File: src/rtl/strb_port_pkg.sv
package strb_port_pkg;

  // Strobes passed from control to datapath each cycle
  typedef struct packed {
    logic latchLoad;   // holding register is transparent this cycle
    logic latchClear;  // clear request (load has priority)
  } ctrlStrobes_t;

  // Bit positions of the packed control-input synchronizer
  localparam int unsigned CI_SEL_LOW_N = 4;
  localparam int unsigned CI_SEL_HIGH  = 3;
  localparam int unsigned CI_OUT_MODE  = 2;
  localparam int unsigned CI_STROBE    = 1;
  localparam int unsigned CI_CLEAR_N   = 0;
  localparam int unsigned CI_WIDTH     = 5;

  // Idle values seen while in reset: deselected, input mode, strobe low, clear inactive
  localparam logic [CI_WIDTH-1:0] CI_IDLE = 5'b10001;

endpackage

File: src/rtl/strb_port_sync.sv
module strb_port_sync #(
  parameter int unsigned W      = 1,
  parameter int unsigned STAGES = 2,
  parameter logic [W-1:0] RST_VAL = '0
) (
  input  logic         clk,
  input  logic         rstN,
  input  logic [W-1:0] d,
  output logic [W-1:0] q
);

  logic [W-1:0] stg [STAGES];

  for (genvar i = 0; i < STAGES; i++) begin : gStage
    if (i == 0) begin : gFirst
      always_ff @(posedge clk or negedge rstN) begin
        if (!rstN) stg[i] <= RST_VAL;
        else       stg[i] <= d;
      end
    end else begin : gNext
      always_ff @(posedge clk or negedge rstN) begin
        if (!rstN) stg[i] <= RST_VAL;
        else       stg[i] <= stg[i-1];
      end
    end
  end

  assign q = stg[STAGES-1];

endmodule

File: src/rtl/strb_port_ctrl.sv
module strb_port_ctrl
  import strb_port_pkg::*;
#(
  parameter int unsigned SYNC_STAGES = 2
) (
  input  logic         clk,
  input  logic         rstN,
  input  logic         selLowN,
  input  logic         selHigh,
  input  logic         outMode,
  input  logic         strobe,
  input  logic         clearN,
  output ctrlStrobes_t strobes,
  output logic         outEnable,
  output logic         irqN
);

  logic [CI_WIDTH-1:0] ciRaw;
  logic [CI_WIDTH-1:0] ciSync;
  logic selLowNS, selHighS, outModeS, strobeS, clearNS;
  logic strobePrev;
  logic strobeFall;
  logic selected;
  logic srq;

  assign ciRaw[CI_SEL_LOW_N] = selLowN;
  assign ciRaw[CI_SEL_HIGH]  = selHigh;
  assign ciRaw[CI_OUT_MODE]  = outMode;
  assign ciRaw[CI_STROBE]    = strobe;
  assign ciRaw[CI_CLEAR_N]   = clearN;

  strb_port_sync #(
    .W       (CI_WIDTH),
    .STAGES  (SYNC_STAGES),
    .RST_VAL (CI_IDLE)
  ) uCtrlSync (
    .clk  (clk),
    .rstN (rstN),
    .d    (ciRaw),
    .q    (ciSync)
  );

  assign selLowNS = ciSync[CI_SEL_LOW_N];
  assign selHighS = ciSync[CI_SEL_HIGH];
  assign outModeS = ciSync[CI_OUT_MODE];
  assign strobeS  = ciSync[CI_STROBE];
  assign clearNS  = ciSync[CI_CLEAR_N];

  // select decode
  assign selected = !selLowNS && selHighS;

  // Strobe falling-edge detector
  always_ff @(posedge clk or negedge rstN) begin
    if (!rstN) strobePrev <= 1'b0;
    else       strobePrev <= strobeS;
  end
  assign strobeFall = strobePrev && !strobeS;

  // Service-request flop: clear and select win over the strobe set
  always_ff @(posedge clk or negedge rstN) begin
    if (!rstN)                     srq <= 1'b0;
    else if (!clearNS || selected) srq <= 1'b0;
    else if (strobeFall)           srq <= 1'b1;
  end

  // Mode-dependent load source and buffer policy
  always_comb begin
    strobes.latchLoad  = outModeS ? selected : strobeS;
    strobes.latchClear = !clearNS;
    outEnable          = outModeS || selected;
  end

  assign irqN = !(srq || selected);

  AST_SEL_CLEARS: assert property (@(posedge clk) disable iff (!rstN)
    selected |=> !srq);

  AST_FALL_SETS: assert property (@(posedge clk) disable iff (!rstN)
    (strobeFall && !selected && clearNS) |=> srq);

  AST_CLEAR_RESETS: assert property (@(posedge clk) disable iff (!rstN)
    !clearNS |=> !srq);

  AST_SRQ_STICKY: assert property (@(posedge clk) disable iff (!rstN)
    (srq && clearNS && !selected) |=> srq);

endmodule

File: src/rtl/strb_port_dpath.sv
module strb_port_dpath
  import strb_port_pkg::*;
#(
  parameter int unsigned DATA_W      = 8,
  parameter int unsigned SYNC_STAGES = 2
) (
  input  logic              clk,
  input  logic              rstN,
  input  logic [DATA_W-1:0] dataIn,
  input  ctrlStrobes_t      strobes,
  output logic [DATA_W-1:0] latchQ
);

  logic [DATA_W-1:0] dataS;

  // Same depth as the control chain so data and strobe stay aligned
  strb_port_sync #(
    .W       (DATA_W),
    .STAGES  (SYNC_STAGES),
    .RST_VAL ('0)
  ) uDataSync (
    .clk  (clk),
    .rstN (rstN),
    .d    (dataIn),
    .q    (dataS)
  );

  // Transparent-latch emulation: reload every cycle while enabled
  always_ff @(posedge clk or negedge rstN) begin
    if (!rstN)                   latchQ <= '0;
    else if (strobes.latchLoad)  latchQ <= dataS;
    else if (strobes.latchClear) latchQ <= '0;
  end

  AST_LOAD_FOLLOWS: assert property (@(posedge clk) disable iff (!rstN)
    strobes.latchLoad |=> (latchQ == $past(dataS)));

  AST_CLEAR_ZERO: assert property (@(posedge clk) disable iff (!rstN)
    (!strobes.latchLoad && strobes.latchClear) |=> (latchQ == '0));

  AST_LATCH_HOLD: assert property (@(posedge clk) disable iff (!rstN)
    (!strobes.latchLoad && !strobes.latchClear) |=> $stable(latchQ));

endmodule

File: src/rtl/strb_port.sv
module strb_port
  import strb_port_pkg::*;
#(
  parameter int unsigned DATA_W      = 8,
  parameter int unsigned SYNC_STAGES = 2
) (
  input  logic              clk,
  input  logic              rstN,
  input  logic              selLowN,
  input  logic              selHigh,
  input  logic              outMode,
  input  logic              strobe,
  input  logic              clearN,
  input  logic [DATA_W-1:0] dataIn,
  output logic [DATA_W-1:0] dataOut,
  output logic              dataOutEn,
  output logic              irqN
);

  ctrlStrobes_t strobes;

  strb_port_ctrl #(
    .SYNC_STAGES (SYNC_STAGES)
  ) uCtrl (
    .clk       (clk),
    .rstN      (rstN),
    .selLowN   (selLowN),
    .selHigh   (selHigh),
    .outMode   (outMode),
    .strobe    (strobe),
    .clearN    (clearN),
    .strobes   (strobes),
    .outEnable (dataOutEn),
    .irqN      (irqN)
  );

  strb_port_dpath #(
    .DATA_W      (DATA_W),
    .SYNC_STAGES (SYNC_STAGES)
  ) uDpath (
    .clk     (clk),
    .rstN    (rstN),
    .dataIn  (dataIn),
    .strobes (strobes),
    .latchQ  (dataOut)
  );

  AST_RESET_IDLE: assert property (@(posedge clk)
    !rstN |-> (irqN && !dataOutEn && dataOut == '0));

endmodule

File: config.mk
export PLATFORM = sky130hd
export DESIGN_NAME = strb_port
export DESIGN_NICKNAME = d
export VERILOG_FILES = /design/src/rtl/strb_port_pkg.sv /design/src/rtl/strb_port_sync.sv /design/src/rtl/strb_port_ctrl.sv /design/src/rtl/strb_port_dpath.sv /design/src/rtl/strb_port.sv
export SDC_FILE = /design/constraint.sdc
export NUM_CORES = 1
export LEC_CHECK = 0
export BUFFER_PORTS_ARGS = -buffer_cell sky130_fd_sc_hd__buf_2
export CELL_PAD_IN_SITES_DETAIL_PLACEMENT = 0
export CELL_PAD_IN_SITES_GLOBAL_PLACEMENT = 2
export CORE_UTILIZATION = 32
export DETAILED_ROUTE_END_ITERATION = 6
export GPL_TIMING_DRIVEN = 0
export PLACE_DENSITY = 0.69
export SLEW_MARGIN = 0
export SYNTH_ARGS = -nofsm -noshare
export SYNTH_HDL_FRONTEND = slang
export SYNTH_SLANG_ARGS = --single-unit
export TNS_END_PERCENT = 1
File: constraint.sdc
create_clock -name clk -period 1.3 [get_ports clk]
set_input_delay 0.195 -clock clk [delete_from_list [all_inputs] [get_ports clk]]
set_output_delay 0.195 -clock clk [all_outputs]
set_load 0.01 [all_outputs]
==> results.cfg, run 1 <==
[timing]
unrepaired_setup_endpoints_after_global_routing = true
hold_viol_final = 0
fmax_ghz = 0.713
final.setup.tns_ns = -0.525
report.final.setup_viol = 10
hold-worst-slack_ns = 0.348
timing.final.crit_share = 1.08
final_max_tran_viols = 0
postLayoutSetupSlackWorst_ns = -0.103
timing.clock.skew_ns = 0.00732
timing.final.crit_period_ns = 1.40
tightestPinTransition_ns = 0.741
slew-limit-headroom = 0.506

[worst_setup_path]
cpPeakStageDelay_ns = 0.54
setup.worst_path.end_class = output port
worstSetupStartpointType = register
ff2ff_setup_slack_ns = -0.05
setup.worst_path.start = uCtrl.uCtrlSync.q[4]$_DFF_PN1_
critical_path_required_ns = 1.11
critPathBufInv = 1
critical_path.slowest_cell = dfstp_2
r2r_end = uDpath.latchQ[0]$_DFFE_PN0P_
crit_cells = 3
critical-path-top-delay-family = flip-flops
timing.critical_path.fanout_max = 3
rr_worst_depth = 5
cp_cell_sequence = nand2b_4, nor2b_1, buf_2
critical_path.reg2reg.startpoint = uCtrl.uCtrlSync.q[4]$_DFF_PN1_
worst-setup-path-type = reg -> out
timing.critical_path.arrival_ns = 1.21

[power]
share_clk_of_total_power = 0.377
seq_power_share = 0.541
power.share.combinational = 0.082
total_switching_power_uw = 450
design_internal_power_uw = 1790
power.ir.vdd_worst_uv = 806
switching_share = 0.200
power.density_nw_per_um2 = 1440
power_leakage_uw = 0.000733

[layout]
post-route-cell-area_sq_um = 1550
instances_no_fill = 165
finish.utilization = 0.462
nets = 133
n_antenna_cell = 0
layout-drive-gt1-share = 0.403
layout-area-overhead-vs-synth_pct = 37.1

[synthesis]
yosys.area.top_type = dfrtp_1
synth-seq-area-share = 0.800
synth_enable_flop_cells = 0
ys_top_cells_by_count = dfrtp_1, nand2_1, o21ai_0, o21ai_2, dfstp_2
yosys_warnings = 0
netlist_instances = 73
synthTopCellsByArea = dfrtp_1, dfstp_2, o21ai_2, o21ai_0, nand2_1
synth.ff_latch_count = 36
post-synth-top-count-cell = dfrtp_1
synth_async_reset_ratio = 1.00
syn_area_sq_um = 1130
netlist.area_leader.share = 0.707
syn-num-nets = 88
dominantRegCellSynth = dfrtp_1
synth.lib_cells_used.distinct = 15
syn_area_per_cell_sq_um = 15.5

[detailed_routing]
detail_route.wirelength_um = 1620
drtAntennaViolNets = 0
routed-via-count = 653
wl_per_cell_um = 9.81
drt_iter0_markers = 10
drt_pass1_iterations = 4
route.detailed.vias_per_inst = 3.96
drc_errors = 0

[flow_run]
timing.max_cap.violations = 0

[cts]
post_cts_setup_driven_buffer_insertion_count = 0
clock-sinks = 36
cts_made_buffers = 5
cts_tree = yes
cts.clk_slew.worst_paths_ns = 0.10
clock_latency_ns = 0.32
ctsLongestPathBuffers = 2
root_buf_cell = clkbuf_4
clock_tree.htree_level_count = 2

[die]
placeable_core_region_sq_um = 3360
die_y_um = 61.5
start_util = 0.337
io-pin-count = 25
row_count = 21
die_area_sq_um = 3780
die_width_um = 61.5

[global_routing]
overall_fraction_of_global_route_tracks_in_use = 0.107
grt_start_max_net_pins = 37
grt_pass1_wl_um = 2750
grt_antenna_before_repair = 0
globalRoute.totalOverflow = 0
first_global_vias = 658

[placed_design]
placement.cell_area_sq_um = 1310
placed_cells_incl_taps = 143
dpl.hpwl_um = 1030
final_wtd_congestion = 0.668
buffer_ports.inserted = 24

[hold_path]
hold-path-endpoint = uDpath.uDataSync.q[2]$_DFF_PN0_
min_delay_path_depth = 0
worstHoldPathType = reg -> reg
worstHoldStart = uDpath.uDataSync.stg[10]$_DFF_PN0_

[status]
run_status = complete, but fails checks
violations = negative setup slack
## final cells by class
| cell class | instances | area, sq um |
|---|---|---|
| Timing Repair Buffer | 38 | 260 |
| Clock buffer | 7 | 65.1 |
| Buffer | 3 | 26.3 |
| Multi-Input combinational cell | 33 | 204 |
| Tap cell | 46 | 57.6 |
| Inverter | 1 | 3.75 |
| Clock inverter | 1 | 30.0 |
| Sequential cell | 36 | 906 |
| Fill cell | 336 | 1810 |
## worst reg2reg max path, stage by stage, from the launching register on
cell and delay, ns:
dfstp_2 0.54, and3b_1 0.18, buf_6 0.13, or2_1 0.21, buf_6 0.15, o21ai_2 0.10
## how the worst max path moves through the flow
| stage | to | slack [ns] |
|---|---|---|
| after floorplan | uDpath.latchQ[0]$_DFFE_PN0P_ | -0.02 |
| after global placement | uDpath.latchQ[3]$_DFFE_PN0P_ | -0.05 |
| after detailed placement | uDpath.latchQ[2]$_DFFE_PN0P_ | -0.06 |
| after CTS | irqN | -0.13 |
| after global routing | irqN | -0.19 |
| final | irqN | -0.10 |
## placed cells by master, fill, tap and decap left out, drive strengths merged
| cell type | instances |
|---|---|
| and3b | 1 |
| nor2b | 1 |
| bufinv | 1 |
| nand2 | 9 |
| and2b | 1 |
| nand2b | 2 |
| buf | 26 |
| dfstp | 4 |
| or2 | 1 |
| dlygate4sd3 | 14 |
| o21ai | 16 |
| dfrtp | 32 |
| clkbuf | 8 |
| inv | 1 |
| nor2 | 1 |
| a21oi | 1 |
## logic make-up after synthesis
kind of cell    synth area share
flops                      0.800
compound gates             0.102
simple gates              0.0718
buf+inv                   0.0265
## state kept, by name (all words and copies together), names as in the netlist
signal	flops
uDpath.latchQ	8
uCtrl.uCtrlSync.q	5
uCtrl.strobePrev	1
uDpath.uDataSync.q	8
uCtrl.srq	1
uCtrl.uCtrlSync.stg	5
uDpath.uDataSync.stg	8
## power by group through the flow
stage / Combinational [uW] / Clock, uW / Sequential, uW
6_report: 185 / 845 / 1210
3_3_place_gp: 152 / 0 / 1230
2_1_floorplan: 67.3 / 0 / 1240
3_5_place_dp: 156 / 0 / 1230
4_1_cts: 190 / 876 / 1210
5_1_grt: 208 / 939 / 1220
## per-layer routing
metal,track usage,part of all wire,up-vias
met1,0.116,0.44,309
met3,0.0609,0.071,2
met4,0.0571,0.0093,0
met5,0,0,-
li1,-,-,323
met2,0.167,0.48,19
## per-stage QoR
step | worst slack (ns) | power [uW]
final | -0.103 | 2240
after global routing | -0.191 | 2370
after CTS | -0.134 | 2280
after floorplan | -0.0151 | 1310
after detailed placement | -0.0601 | 1390
after global placement | -0.0476 | 1380
## timing repair
action / in CTS / in global routing
resized for setup: 1 / 0
pin swaps: 1 / 0
endpoints found under the hold margin: 45 / 0
setup endpoints to repair: 10 / 10
hold buffers: 14 / 0
(Power assumes the default switching activity.)
==> inputs of run 2 (changes only) <==
--- a/config.mk
+++ b/config.mk
@@ -11,7 +11,7 @@
 export CORE_UTILIZATION = 32
 export DETAILED_ROUTE_END_ITERATION = 6
 export GPL_TIMING_DRIVEN = 0
-export PLACE_DENSITY = 0.69
+export PLACE_DENSITY_LB_ADDON = 0.12
 export SLEW_MARGIN = 0
 export SYNTH_ARGS = -nofsm -noshare
 export SYNTH_HDL_FRONTEND = slang
==> results.cfg, run 2 (synthesis results as in run 1) <==
[status]
run_status = complete, but fails checks
violations = negative setup slack

[worst_setup_path]
setup.worst_path.end_class = output port
cp_cell_sequence = nand2b_4, nor2b_1, buf_2
critical_path_required_ns = 1.11
critical-path-top-delay-family = flip-flops
timing.critical_path.fanout_max = 3
critical_path.slowest_cell = dfstp_2
timing.critical_path.arrival_ns = 1.23
worst-setup-path-type = reg -> out
cpPeakStageDelay_ns = 0.54
worstSetupStartpointType = register
critPathBufInv = 1

[placed_design]
buffer_ports.inserted = 24
final_wtd_congestion = 0.676
pre_cts_ws_ns = -0.0796

[power]
power.density_nw_per_um2 = 1350
share_clk_of_total_power = 0.319
switching_share = 0.220
power_leakage_uw = 0.000720
design_power_total_uw = 2050
power.ir.vdd_worst_uv = 688
design_internal_power_uw = 1600
seq_power_share = 0.590
total_switching_power_uw = 452
power.share.combinational = 0.091

[die]
start_util = 0.337
io-pin-count = 25
die_area_sq_um = 3780
placeable_core_region_sq_um = 3360
die_width_um = 61.5
die_y_um = 61.5
row_count = 21

[detailed_routing]
routed-via-count = 660
detail_route.wirelength_um = 1760
drtAntennaViolNets = 0
drt_iter0_markers = 30
drt_pass1_iterations = 2
drc_errors = 0
wl_per_cell_um = 10.7
route.detailed.vias_per_inst = 4.00

[layout]
n_antenna_cell = 0
mostFrequentLayoutCells = dfrtp_1, buf_2, dlygate4sd3_1
nets = 133
layout-area-overhead-vs-synth_pct = 34.8
layout.filler_cells = 345
layout.cells.most_common = dfrtp_1
layout-drive-gt1-share = 0.395

[cts]
clock_tree.htree_level_count = 2
cts_made_buffers = 5
ctsLongestPathBuffers = 2
cts.clk_slew.worst_paths_ns = 0.09
clock_latency_ns = 0.33
cts_tree = yes
root_buf_cell = clkbuf_4
clock-sinks = 36

[global_routing]
globalRoute.totalOverflow = 0
grt_antenna_before_repair = 0
grt_start_max_net_pins = 37
grt_pass1_wl_um = 2860
overall_fraction_of_global_route_tracks_in_use = 0.118
first_global_vias = 629

[flow_run]
timing.max_cap.violations = 0

[timing]
final_max_tran_viols = 0
report.final.setup_viol = 10
timing.clock.skew_ns = 0.00650
tightestPinTransition_ns = 0.748
slew-limit-headroom = 0.501
final.setup.tns_ns = -0.689
unrepaired_setup_endpoints_after_global_routing = true
fmax_ghz = 0.702
timing.final.crit_period_ns = 1.42
postLayoutSetupSlackWorst_ns = -0.124
timing.final.crit_share = 1.10
hold_viol_final = 0

[hold_path]
worstHoldPathType = reg -> reg
==> run 2: final timing paths <==
check	startpoint	slack, ns	cells past startpoint	endpoint
worst max-delay path	uCtrl.uCtrlSync.q[4]$_DFF_PN1_	-0.12	3	irqN
worst min-delay path	uCtrl.uCtrlSync.stg[8]$_DFF_PN0_	0.36	0	uCtrl.uCtrlSync.q[3]$_DFF_PN0_
worst max register to register	uCtrl.uCtrlSync.q[4]$_DFF_PN1_	-0.07	5	uDpath.latchQ[5]$_DFFE_PN0P_
worst min register to register	uCtrl.uCtrlSync.stg[8]$_DFF_PN0_	0.36	0	uCtrl.uCtrlSync.q[3]$_DFF_PN0_
max in group asynchronous	rstN	0.37	2	uDpath.uDataSync.q[7]$_DFF_PN0_
min in group asynchronous	rstN	0.46	2	uDpath.uDataSync.stg[11]$_DFF_PN0_
==> run 2: cell type report <==
type	instances	area [sq um]	share of cell area
Buffer	3	26.3	0.0172
Clock buffer	8	68.8	0.0451
Inverter	1	3.75	0.00246
Multi-Input combinational cell	33	204	0.134
Tap cell	46	57.6	0.0377
Sequential cell	36	906	0.593
Timing Repair Buffer	38	260	0.170
==> run 2: repair_timing <==
action | 4_1_cts | 5_1_grt
pin swaps | 1 | 0
gates resized for setup | 1 | 0
hold buffers | 14 | 0
cloned | 0 | 0
endpoints found under the setup margin | 10 | 10
buffers inserted | 0 | 0
endpoints found under the hold margin | 45 | 0
==> run 2: through the flow <==
stage | cell area, sq um | utilization | std cells | hold slack, ns
6_report | 1530 | 0.454 | 165 | 0.356
2_1_floorplan | 1130 | - | 73 | -0.101
5_1_grt | 1530 | 0.454 | 165 | 0.367
4_1_cts | 1530 | 0.454 | 165 | 0.356
3_3_place_gp | 1310 | 0.390 | 143 | 0.300
3_5_place_dp | 1310 | 0.390 | 143 | 0.301
==> run 2: layer usage <==
layer	GRT usage	wire, um	up-vias	part of all wire
met4	0.0667	29	0	0.016
met3	0.0693	92	4	0.052
met1	0.138	819	309	0.47
met2	0.169	816	18	0.46
met5	0	0	-	0
li1	-	-	329	-
==> run 2: worst reg2reg max path, stage by stage, from the launching register on <==
cell	delay [ns]
dfstp_2	0.54
and3b_1	0.18
buf_6	0.13
or2_1	0.21
buf_6	0.15
o21ai_2	0.11
==> run 2: power by group through the flow <==
stage / Combinational, uW / Sequential, uW / Clock (uW)
after global placement: 156 / 1230 / 0
after floorplan: 67.3 / 1240 / 0
after global routing: 212 / 1220 / 735
after CTS: 193 / 1210 / 684
after detailed placement: 158 / 1230 / 0
final: 186 / 1210 / 655
